`src/rtl/isg_pkg.sv`:
```
package isg_pkg;

   typedef struct packed {
      logic raster625;
      logic vs_short;
   } isg_mode_t;

   function automatic int unsigned isg_max(int unsigned a, int unsigned b);
      return (a > b) ? a : b;
   endfunction

   function automatic int unsigned isg_min(int unsigned a, int unsigned b);
      return (a < b) ? a : b;
   endfunction

endpackage

```
`src/rtl/isg_hcount.sv`:
```
module isg_hcount #(
   parameter int unsigned LINE_A = 1716,
   parameter int unsigned LINE_B = 1728,
   parameter int unsigned HW     = 11
) (
   input  logic          clk,
   input  logic          rst_n,
   input  logic          sel_b,
   output logic [HW-1:0] h,
   output logic          half_step,
   output logic          line_wrap
);
   localparam logic [HW-1:0] LAST_A = HW'(LINE_A - 1);
   localparam logic [HW-1:0] LAST_B = HW'(LINE_B - 1);
   localparam logic [HW-1:0] MID_A  = HW'(LINE_A / 2 - 1);
   localparam logic [HW-1:0] MID_B  = HW'(LINE_B / 2 - 1);

   logic [HW-1:0] last_idx;
   logic [HW-1:0] mid_idx;

   assign last_idx  = sel_b ? LAST_B : LAST_A;
   assign mid_idx   = sel_b ? MID_B : MID_A;
   assign line_wrap = (h == last_idx);
   assign half_step = line_wrap || (h == mid_idx);

   always_ff @(posedge clk) begin
      if (!rst_n)         h <= '0;
      else if (line_wrap) h <= '0;
      else                h <= h + 1'b1;
   end

   // Sample index never passes the end of the line for the latched raster
   assert_h_range_R2: assert property (@(posedge clk) disable iff (!rst_n)
      h <= last_idx);

endmodule

```
`src/rtl/isg_vcount.sv`:
```
module isg_vcount #(
   parameter int unsigned HALVES_A = 1050,
   parameter int unsigned HALVES_B = 1250,
   parameter int unsigned VW       = 11
) (
   input  logic          clk,
   input  logic          rst_n,
   input  logic          sel_b,
   input  logic          step,
   output logic [VW-1:0] v,
   output logic          frame_wrap
);
   localparam logic [VW-1:0] LAST_A = VW'(HALVES_A - 1);
   localparam logic [VW-1:0] LAST_B = VW'(HALVES_B - 1);

   logic [VW-1:0] last_idx;

   assign last_idx   = sel_b ? LAST_B : LAST_A;
   assign frame_wrap = step && (v == last_idx);

   always_ff @(posedge clk) begin
      if (!rst_n)          v <= '0;
      else if (frame_wrap) v <= '0;
      else if (step)       v <= v + 1'b1;
   end

   // Half-line index stays inside the frame
   assert_v_range_R4: assert property (@(posedge clk) disable iff (!rst_n)
      v <= last_idx);

endmodule

```
`src/rtl/isg_sync_out.sv`:
```
module isg_sync_out
   import isg_pkg::*;
#(
   parameter int unsigned LINE_A  = 1716,
   parameter int unsigned LINE_B  = 1728,
   parameter int unsigned LINES_A = 525,
   parameter int unsigned LINES_B = 625,
   parameter int unsigned HS_W    = 127,
   parameter int unsigned LEAD    = 32,
   parameter int unsigned HW      = 11,
   parameter int unsigned VW      = 11
) (
   input  logic          clk,
   input  logic          rst_n,
   input  isg_mode_t     mode,
   input  logic [HW-1:0] h,
   input  logic [VW-1:0] v,
   output logic          hs_n,
   output logic          vs_n,
   output logic          field
);
   localparam logic [HW-1:0] HSW_C    = HW'(HS_W);
   localparam logic [HW-1:0] CLR_H_A  = HW'(LINE_A - LEAD);
   localparam logic [HW-1:0] CLR_H_B  = HW'(LINE_B - LEAD);
   localparam logic [HW-1:0] SET_H_A  = HW'(LINE_A / 2 - LEAD);
   localparam logic [HW-1:0] SET_H_B  = HW'(LINE_B / 2 - LEAD);
   localparam logic [VW-1:0] LNS_A    = VW'(LINES_A);
   localparam logic [VW-1:0] LNS_B    = VW'(LINES_B);
   localparam logic [VW-1:0] VH_LONG  = VW'(6);
   localparam logic [VW-1:0] VH_SHORT = VW'(5);

   logic [VW-1:0] lines;
   logic [VW-1:0] vs_len;
   logic [HW-1:0] clr_h;
   logic [HW-1:0] set_h;
   logic          in_odd_vs;
   logic          in_even_vs;
   logic          fld_clr;
   logic          fld_set;

   assign lines  = mode.raster625 ? LNS_B : LNS_A;
   assign vs_len = mode.vs_short ? VH_SHORT : VH_LONG;
   assign clr_h  = mode.raster625 ? CLR_H_B : CLR_H_A;
   assign set_h  = mode.raster625 ? SET_H_B : SET_H_A;

   // Odd field opens at half-line 0, even field at half-line LINES (mid-line)
   assign in_odd_vs  = (v < vs_len);
   assign in_even_vs = (v >= lines) && (v < lines + vs_len);

   // Field flag decoded LEAD samples ahead of each field's first half-line
   assign fld_clr = (v == (lines + lines - 1'b1)) && (h == clr_h);
   assign fld_set = (v == (lines - 1'b1)) && (h == set_h);

   always_ff @(posedge clk) begin
      if (!rst_n) begin
         hs_n  <= 1'b1;
         vs_n  <= 1'b1;
         field <= 1'b0;
      end else begin
         hs_n <= !(h < HSW_C);
         vs_n <= !(in_odd_vs || in_even_vs);
         if (fld_clr)      field <= 1'b0;
         else if (fld_set) field <= 1'b1;
      end
   end

   assert_odd_align_R5: assert property (@(posedge clk) disable iff (!rst_n)
      ($fell(vs_n) && !field) |-> $fell(hs_n));

   assert_even_midline_R6: assert property (@(posedge clk) disable iff (!rst_n)
      ($fell(vs_n) && field) |-> hs_n);

   assert_field_hold_R8: assert property (@(posedge clk) disable iff (!rst_n)
      !vs_n |-> $stable(field));

   assert_hs_pulse_R3: assert property (@(posedge clk) disable iff (!rst_n)
      $fell(hs_n) |=> !hs_n);

endmodule

```
`src/rtl/isync_gen.sv`:
```
module isync_gen
   import isg_pkg::*;
#(
   parameter int unsigned LINE_525   = 1716,
   parameter int unsigned LINE_625   = 1728,
   parameter int unsigned LINES_525  = 525,
   parameter int unsigned LINES_625  = 625,
   parameter int unsigned HS_WIDTH   = 127,
   parameter int unsigned FIELD_LEAD = 32
) (
   input  logic clk,
   input  logic rst_n,
   input  logic std_625,
   input  logic vs_short,
   output logic hsync_n,
   output logic vsync_n,
   output logic field
);
   localparam int unsigned LINE_MAX  = isg_max(LINE_525, LINE_625);
   localparam int unsigned LINE_MIN  = isg_min(LINE_525, LINE_625);
   localparam int unsigned LINES_MAX = isg_max(LINES_525, LINES_625);
   localparam int unsigned LINES_MIN = isg_min(LINES_525, LINES_625);
   localparam int unsigned HW        = $clog2(LINE_MAX);
   localparam int unsigned VW        = $clog2(2 * LINES_MAX);

   generate
      if ((LINE_525 % 2) != 0 || (LINE_625 % 2) != 0) begin : g_bad_line
         $error("line lengths must be even");
      end
      if ((LINES_525 % 2) == 0 || (LINES_625 % 2) == 0) begin : g_bad_lines
         $error("line counts must be odd for interlace");
      end
      if (LINES_MIN < 7) begin : g_bad_short
         $error("frame too short for the frame-sync window");
      end
      if (HS_WIDTH < 2 || HS_WIDTH >= LINE_MIN / 2) begin : g_bad_hsw
         $error("line sync width out of range");
      end
      if (FIELD_LEAD < 1 || FIELD_LEAD > LINE_MIN / 2) begin : g_bad_lead
         $error("field lead out of range");
      end
   endgenerate

   isg_mode_t     mode_q;
   logic [HW-1:0] h;
   logic [VW-1:0] v;
   logic          half_step;
   logic          line_wrap;
   logic          frame_wrap;

   // Mode is taken during reset and at each frame boundary only
   always_ff @(posedge clk) begin
      if (!rst_n || frame_wrap) begin
         mode_q.raster625 <= std_625;
         mode_q.vs_short  <= vs_short;
      end
   end

   isg_hcount #(
      .LINE_A (LINE_525),
      .LINE_B (LINE_625),
      .HW     (HW)
   ) u_hcount (
      .clk       (clk),
      .rst_n     (rst_n),
      .sel_b     (mode_q.raster625),
      .h         (h),
      .half_step (half_step),
      .line_wrap (line_wrap)
   );

   isg_vcount #(
      .HALVES_A (2 * LINES_525),
      .HALVES_B (2 * LINES_625),
      .VW       (VW)
   ) u_vcount (
      .clk        (clk),
      .rst_n      (rst_n),
      .sel_b      (mode_q.raster625),
      .step       (half_step),
      .v          (v),
      .frame_wrap (frame_wrap)
   );

   isg_sync_out #(
      .LINE_A  (LINE_525),
      .LINE_B  (LINE_625),
      .LINES_A (LINES_525),
      .LINES_B (LINES_625),
      .HS_W    (HS_WIDTH),
      .LEAD    (FIELD_LEAD),
      .HW      (HW),
      .VW      (VW)
   ) u_out (
      .clk   (clk),
      .rst_n (rst_n),
      .mode  (mode_q),
      .h     (h),
      .v     (v),
      .hs_n  (hsync_n),
      .vs_n  (vsync_n),
      .field (field)
   );

   // Frame boundary from the vertical count lands only on a line boundary
   assert_frame_on_line_R4: assert property (@(posedge clk) disable iff (!rst_n)
      frame_wrap |-> line_wrap);

   // Latched mode only moves at a frame boundary
   assert_mode_hold_R9: assert property (@(posedge clk) disable iff (!rst_n)
      !$past(frame_wrap) |-> $stable(mode_q));

endmodule

```
`config.mk`:
```
export PLATFORM = sky130hd
export DESIGN_NAME = isync_gen
export DESIGN_NICKNAME = d
export VERILOG_FILES = /design/src/rtl/isg_pkg.sv /design/src/rtl/isg_hcount.sv /design/src/rtl/isg_vcount.sv /design/src/rtl/isg_sync_out.sv /design/src/rtl/isync_gen.sv
export SDC_FILE = /design/constraint.sdc
export NUM_CORES = 1
export LEC_CHECK = 0
export ABC_AREA = 1
export CAP_MARGIN = 40
export CORE_UTILIZATION = 55
export DETAILED_ROUTE_END_ITERATION = 6
export HOLD_SLACK_MARGIN = 0.06
export PLACE_DENSITY = 0.84
export SLEW_MARGIN = 0
export SYNTH_ARGS = -nofsm -noshare
export SYNTH_HDL_FRONTEND = slang
export SYNTH_HIERARCHICAL = 1
export SYNTH_SLANG_ARGS = --single-unit
```
`constraint.sdc`:
```
create_clock -name clk -period 2 [get_ports clk]
set_clock_uncertainty 0.15 [all_clocks]
set_input_delay 0.2 -clock clk [delete_from_list [all_inputs] [get_ports clk]]
set_output_delay 0.2 -clock clk [all_outputs]
set_load 0.1 [all_outputs]
```
Yosys cells after proc, flatten, opt, wreduce, memory -nomap -nowiden. Index checks and enable logic that the tools add are counted.

Flip-flop bits (word level): 27. Input port bits: 4. Output and inout bits: 3. Logic and storage cells: 45.

Add/sub/neg operators: 6. $lt $le $gt $ge: 4. Equality and inequality tests: 7. Multiplexer cells: 7. Bitwise operators: 1. Reduce and logical (&&, ||, !) cells: 13.

Operators with widths (count): equality test 11 bit (7); adder 11 x 1 -> 11 bit (second input constant) (2); adder 11 bit (2); < comparator 11 bit (2); subtractor 11 x 1 -> 11 bit (second input constant) (2); 2-to-1 mux 7 bit (2); >= comparator 11 bit (1); < comparator 11 x 7 -> 1 bit (second input constant) (1); 2-to-1 mux 8 bit (1); 2-to-1 mux 6 bit (1); OR reduction 2 bit (3); logical AND 1 bit (4); 2-to-1 mux 4 bit (1); zero test 1 bit (3); logical OR 1 bit (3); 2-to-1 mux 3 bit (1); 2-to-1 mux 2 bit (1); NOT 1 bit (1).

Depth between registers and ports, before layout. Gate-level depths: netlist of run 1.

Depth after elaboration: 6. Mapped depth: 14. Gate-level depth less buffers: 14.

Hierarchy. Netlist of run 1, hierarchy kept.

Modules (own cells, without submodules): isg_sync_out (times used 1, cells an instance 126, area an instance 635.6 um^2); isg_vcount (times used 1, cells an instance 89, area an instance 606.8 um^2); isg_hcount (times used 1, cells an instance 91, area an instance 601.8 um^2); isync_gen (times used 1, cells an instance 4, area an instance 67.6 um^2).

Least setup slack after synthesis of run 1. No wires, ideal clock.

Kind: reg-to-reg. Start: reg mode_q[1] (netlist name). End: reg mode_q[0] (netlist name) (enable). Arrival time: 1.577 ns. Setup slack: -0.024 ns. Cell stages (with the launch flop): 14. Buffers on the path: 0. Clock period less this slack: 2.024 ns. Path through: edfxtp_1 nor2_1 nor2_1 nor2_1 nand2_1 nand2_1 inv_2 nor2_1 nand2_1 nor2_1 nand3_1 inv_1 inv_1 nand2_1.

Word-level cells in the longest chain between the ends: 5.

Ends and longest elaborated chain: from (decl) (line isync_gen.sv:44) `isg_mode_t mode_q;`; 2-to-1 mux 4 bit / 2-to-1 mux 3 bit (equally long branches) (line isg_hcount.sv:21, isg_hcount.sv:22); equality test 11 bit (on tied branches) (line isg_hcount.sv:23, isg_hcount.sv:24); logical OR 1 bit * (line isg_hcount.sv:24) `assign half_step = line_wrap || (h == mid_idx);`; net half_step (line isync_gen.sv:47) `logic half_step;`; logical AND 1 bit * (line isg_vcount.sv:19) `assign frame_wrap = step && (v == last_idx);`; net frame_wrap (line isync_gen.sv:49) `logic frame_wrap;`; logical OR 1 bit * (line isync_gen.sv:53) `if (!rst_n || frame_wrap) begin`.

The timed path passes the listed nets; every way through them passes the cells marked *. A chain may end at the register's enable or synchronous reset.

Worst setup path after layout of run 1.
Start: reg u_hcount.h[0]. End: reg mode_q[1] (netlist name) (enable).

Word-level cells in the longest chain between the ends: 4.

Ends and longest elaborated chain: from (decl) (line isg_hcount.sv:9) `output logic [HW-1:0] h,`; from (signal assigned) (line isg_hcount.sv:29) `else h <= h + 1'b1;`; equality test 11 bit (on tied branches) (line isg_hcount.sv:23, isg_hcount.sv:24); logical OR 1 bit * (line isg_hcount.sv:24); net half_step (line isync_gen.sv:47); logical AND 1 bit * (line isg_vcount.sv:19); net frame_wrap (line isync_gen.sv:49); logical OR 1 bit * (line isync_gen.sv:53).

Marks and branches as above.

==> results.yml, run 1 <==
clock_tree:
  cts_hold_buf: 0
  path_clk_slew_ps: 150
  cts_root_buffer: "clkbuf_4"
  numCtsBuffers: 3
  clockBufferDepth: 2
  clkSinkCount: 27
  tritoncts: "yes"
  worst_skew_pair.late_latency_ps: 340
  cts-htree-levels: 1
grt:
  track_usage_pct: 24.49
  grt_pass1_vias: 1585
  antenna_found_initial: 0
  grt_pass1_wl_mm: 6.624
  grt_max_degree: 17
  overflow: 0
route:
  wirelength_mm: 4.275
  via_count: 1867
  avgViaCountPerCell: 4.926
  first_pass_iters: 4
  drt_iter0_drc: 154
  ant_nets: 0
  drc: 0
  wl_per_cell_um: 11.28
logic_synthesis:
  synth_area_um2: 1908
  synth_area_per_cell_um2: 6.175
  ys_warn_count: 6
  syn_inst: 309
  syn_nets: 324
place:
  dp_hpwl_mm: 3.247
  io_buffers: 6
  gp_congestion: 0.9022
  dp_cells: 375
hold_path:
  hold_end: "mode_q[0]$_DFFE_PP_"
  hp-start: "vs_short"
  min_path_type: "primary input to register"
  hold_path_depth: 1
power:
  p_sw_share_pct: 26.77
  p_comb_share_pct: 12.1
  pwr-share-clk_pct: 26.7
  leakage_uw: 0.001002
  powerDensity_nw_per_um2: 421.8
  p_switching_uw: 245.6
  intPower_uw: 672.1
  seqPwrFrac_pct: 61.3
  irDropWorstVdd_uv: 281.5
setup_path:
  crit_type: "register to register"
  r2r_slack_ps: 90
  startpoint_type: "register"
  reg2regPathDepth: 13
  required_ps: 1930
  arrival_ps: 1840
  endpoint_kind: "register"
  r2r_end: "mode_q[1]$_DFFE_PP_"
  critPathMaxFanout: 5
  r2r-start: "u_hcount/h[0]$_SDFF_PP0_"
timing:
  post-route-min-period_ps: 1911
  holdWs_ps: 303.9
  drv_slew: 0
  rsz0062_at_grt: "yes"
  fmax_mhz: 523.2
  setup_viol: 0
  finalCritPeriodShare_pct: 95.57
  hold_viol: 0
final_layout:
  fillers: 308
  antenna_cells: 0
  drive_gt1_share_pct: 12.91
  nets: 349
  layout_common_cells: "86 x nand2_1, 55 x nor2_1, 50 x inv_1, 24 x dfxtp_1, 20 x nand3_1"
  final_common_cell: "nand2_1"
  area_growth_syn_to_layout_pct: 14.03
  fin_cells: 379
floorplan:
  fp.coreArea_um2: 3337
  die_h_um: 60.90
  rows: 21
  initial_core_util_pct: 57.18
  die_area_um2: 3709
  die_w_um: 60.90
  ios: 7
run_status:
  status: "completed"
job:
  drv_cap: 0
per-stage QoR:
stage | setup slack [ps] | util, % | setup TNS (ps) | power, µW | area (µm²)
final | 88.68 | 65.20 | 0 | 917.7 | 2176
after global routing | -110.5 | 65.20 | -1060 | 978.0 | 2176
after CTS | 35.75 | 64.38 | 0 | 931.6 | 2148
after detailed placement | 52.87 | 63.48 | 0 | 679.7 | 2118
after global placement | 120.1 | 63.48 | 0 | 677.6 | 2118
after floorplan | 20.42 | - | 0 | 645.1 | 1911
state kept, by name, indices dropped and copies added, names as in the netlist:
signal / count
u_out/vs_n: 1
u_vcount/v: 11
u_hcount/h: 11
u_out/hs_n: 1
u_out/field: 1
mode_q: 2
how the worst max path moves through the flow:
stage | start | slack, ps | cells past startpoint | endpoint
CTS | mode_q[1]$_DFFE_PP_ | 40 | 13 | u_vcount/v[7]$_SDFFE_PP0P_
detailed placement | mode_q[1]$_DFFE_PP_ | 50 | 13 | mode_q[1]$_DFFE_PP_
global placement | u_hcount/h[6]$_SDFF_PP0_ | 120 | 12 | mode_q[0]$_DFFE_PP_
global route | mode_q[1]$_DFFE_PP_ | -110 | 14 | mode_q[0]$_DFFE_PP_
floorplan | mode_q[1]$_DFFE_PP_ | 20 | 13 | mode_q[0]$_DFFE_PP_
finish | u_hcount/h[0]$_SDFF_PP0_ | 90 | 13 | mode_q[1]$_DFFE_PP_
power by group through the flow:
stage	Clock (µW)	Combinational, µW	Sequential [µW]
finish	245	111	562
global route	291	123	564
CTS	262	108	562
detailed placement	0	106	574
global placement	0	104	573
floorplan	0	51.9	593
final cells by class:
cell class,count,area [µm²],share of cell area [%]
flip-flops and latches,27,561.8,25.82
clock buffers,3,22.52,1.035
inverters,54,205.2,9.431
clock inverters,1,7.507,0.3450
well taps,46,57.56,2.645
repair buffers,22,176.4,8.108
multi-input cells,226,1145,52.62
critical path, stage by stage (launching register included):
cell and delay, ps:
dfxtp_1 370, buf_4 140, inv_1 50, nor3_1 180, nand4_1 140, nand2_2 110
inv_2 50, nor2_2 60, nand2_1 60, nor2_2 110, nand3_2 90, inv_2 60
inv_2 30, nand2_2 60
layer usage:
layer | track usage, % | up-vias | share of wire (%)
li1 | - | 994 | -
met1 | 28.70 | 818 | 44
met2 | 42.70 | 49 | 50
met3 | 4.264 | 6 | 4.7
met4 | 12.66 | 0 | 1.3
met5 | 0 | - | 0
repair_timing:
| item | 4_1_cts | 5_1_grt |
|---|---|---|
| hold endpoints to repair | 0 | 0 |
| endpoints found under the setup margin | 0 | 15 |
| setup buffers | 0 | 0 |
| resized for setup | 0 | 12 |
(Power assumes the default switching activity.)
==> inputs of run 2 (changes only) <==
DONT_BUFFER_PORTS = 1   (was unset)
GPL_ROUTABILITY_DRIVEN = 0   (was unset)
PLACE_DENSITY = 0.81   (was 0.84)
==> results.yml, run 2 (synthesized netlist as in run 1, its figures left out) <==
timing:
  hold_viol: 0
  rsz0062_at_grt: "yes"
  postLayoutSetupSlackWorst_ps: -12.94
  holdWs_ps: 359.4
  setup_viol: 2
  finalCritPeriodShare_pct: 100.6
  post-route-min-period_ps: 2013
  fmax_mhz: 496.8
  drv_slew: 0
final_layout:
  fin_cells: 378
  ff_latch_area_um2: 561.8
  final_common_cell: "nand2_1"
  multi_input_area_um2: 1137
  fillers: 290
  drive_gt1_share_pct: 11.45
  area_growth_syn_to_layout_pct: 13.57
  antenna_cells: 0
  reg_top3: "u_hcount/h (11), u_vcount/v (11), mode_q (2)"
  layout_common_cells: "86 x nand2_1, 56 x nor2_1, 52 x inv_1, 24 x dfxtp_1, 21 x nand3_1"
  nets: 348
setup_path:
  reg2regPathDepth: 13
  critPathMaxFanout: 6
  r2r-start: "u_hcount/h[0]$_SDFF_PP0_"
  endpoint_kind: "register"
  arrival_ps: 1920
  crit_type: "register to register"
  r2r_slack_ps: -10
  startpoint_type: "register"
  r2r_end: "mode_q[1]$_DFFE_PP_"
  required_ps: 1910
grt:
  grt_max_degree: 16
  track_usage_pct: 23.43
  grt_pass1_wl_mm: 6.382
  grt_pass1_vias: 1501
  overflow: 0
  antenna_found_initial: 0
floorplan:
  die_h_um: 60.90
  initial_core_util_pct: 57.18
  die_area_um2: 3709
  fp.coreArea_um2: 3337
  rows: 21
  die_w_um: 60.90
  ios: 7
place:
  dp_cells: 370
  dp_hpwl_mm: 3.084
  io_buffers: 0
hold_path:
  hold_path_depth: 1
  hold_end: "mode_q[0]$_DFFE_PP_"
  hp-start: "vs_short"
  min_path_type: "primary input to register"
job:
  drv_cap: 0
clock_tree:
  worst_skew_pair.late_latency_ps: 320
  numCtsBuffers: 3
  tritoncts: "yes"
  cts-htree-levels: 1
  clkSinkCount: 27
  clockBufferDepth: 2
  cts_root_buffer: "clkbuf_4"
  path_clk_slew_ps: 150
power:
  irDropWorstVdd_uv: 298.3
  fin_total_pwr_uw: 911.9
  leakage_uw: 0.001007
  powerDensity_nw_per_um2: 420.8
route:
  avgViaCountPerCell: 4.836
  drt_iter0_drc: 125
  drc: 0
  first_pass_iters: 4
  via_count: 1828
  wl_per_cell_um: 10.65
  wirelength_mm: 4.025
  ant_nets: 0
run_status:
  violations: "setup timing"
  status: "finished with violations"
[run 2: cell count changes in the layout (fill, tap and decap cells not counted), sizes merged]
cell           change
clkdlybuf4s50      -3
dlygate4sd3        +3
buf                -1
clkinv             +1
clkinvlp           -1
[run 2: per-stage QoR]
step	util, %	instance area, µm²	setup slack, ps	setup TNS [ps]
3_5_place_dp	62.50	2086	-2.835	-5.665
6_report	64.94	2167	-12.94	-20.54
2_1_floorplan	-	1911	20.42	0
4_1_cts	64.34	2147	0.2511	0
5_1_grt	64.94	2167	-245.1	-2540
3_3_place_gp	62.50	2086	62.02	0
[run 2: how the worst max path moves through the flow]
| stage | startpoint | to | slack, ps | cells after the start |
|---|---|---|---|---|
| 2_1_floorplan | mode_q[1]$_DFFE_PP_ | mode_q[0]$_DFFE_PP_ | 20 | 13 |
| 3_3_place_gp | mode_q[1]$_DFFE_PP_ | mode_q[0]$_DFFE_PP_ | 60 | 13 |
| 3_5_place_dp | mode_q[1]$_DFFE_PP_ | mode_q[0]$_DFFE_PP_ | -3 | 13 |
| 4_1_cts | mode_q[1]$_DFFE_PP_ | mode_q[1]$_DFFE_PP_ | 0.3 | 13 |
| 5_1_grt | mode_q[1]$_DFFE_PP_ | mode_q[1]$_DFFE_PP_ | -250 | 13 |
| 6_report | u_hcount/h[0]$_SDFF_PP0_ | mode_q[1]$_DFFE_PP_ | -10 | 13 |
[run 2: power breakdown]
| part | internal [µW] | leakage, µW | switching [µW] |
|---|---|---|---|
| logic | 39.8 | 0.000767 | 66.8 |
| clock network | 75.0 | 0.0000177 | 166 |
| registers | 555 | 0.000223 | 9.66 |
[run 2: layout make-up]
type	instances	area share (%)
Clock buffer	3	1.039
Clock inverter	1	0.2309
Inverter	54	9.469
Multi-Input combinational cell	226	52.48
Sequential cell	27	25.92
Tap cell	46	2.656
Timing Repair Buffer	21	8.199
[run 2: critical path: stages (launching register included)]
cell and delay, ps:
dfxtp_1 460, ha_1 210, nand4_1 100, nor2_1 90, nand2_1 100, nand2_2 80
inv_2 40, nor2_1 80, nand2_1 60, nor2_2 120, nand3_2 90, inv_1 60
inv_1 50, nand2_2 60
[run 2: timing repair]
action                     in CTS  in global routing
setup buffers                   0                  1
resized for setup               2                  5
pin swaps                       2                  6
hold endpoints to repair       29                  0
hold buffers                    3                  0
setup endpoints to repair       2                 15
[run 2: routing by layer]
layer / vias to the layer above / GRT usage [%] / wire length, µm
met1: 816 / 29.61 / 1956
met5: - / 0 / 0
li1: 995 / - / -
met4: 0 / 6.818 / 24
met2: 15 / 41.29 / 1964
met3: 2 / 3.412 / 80
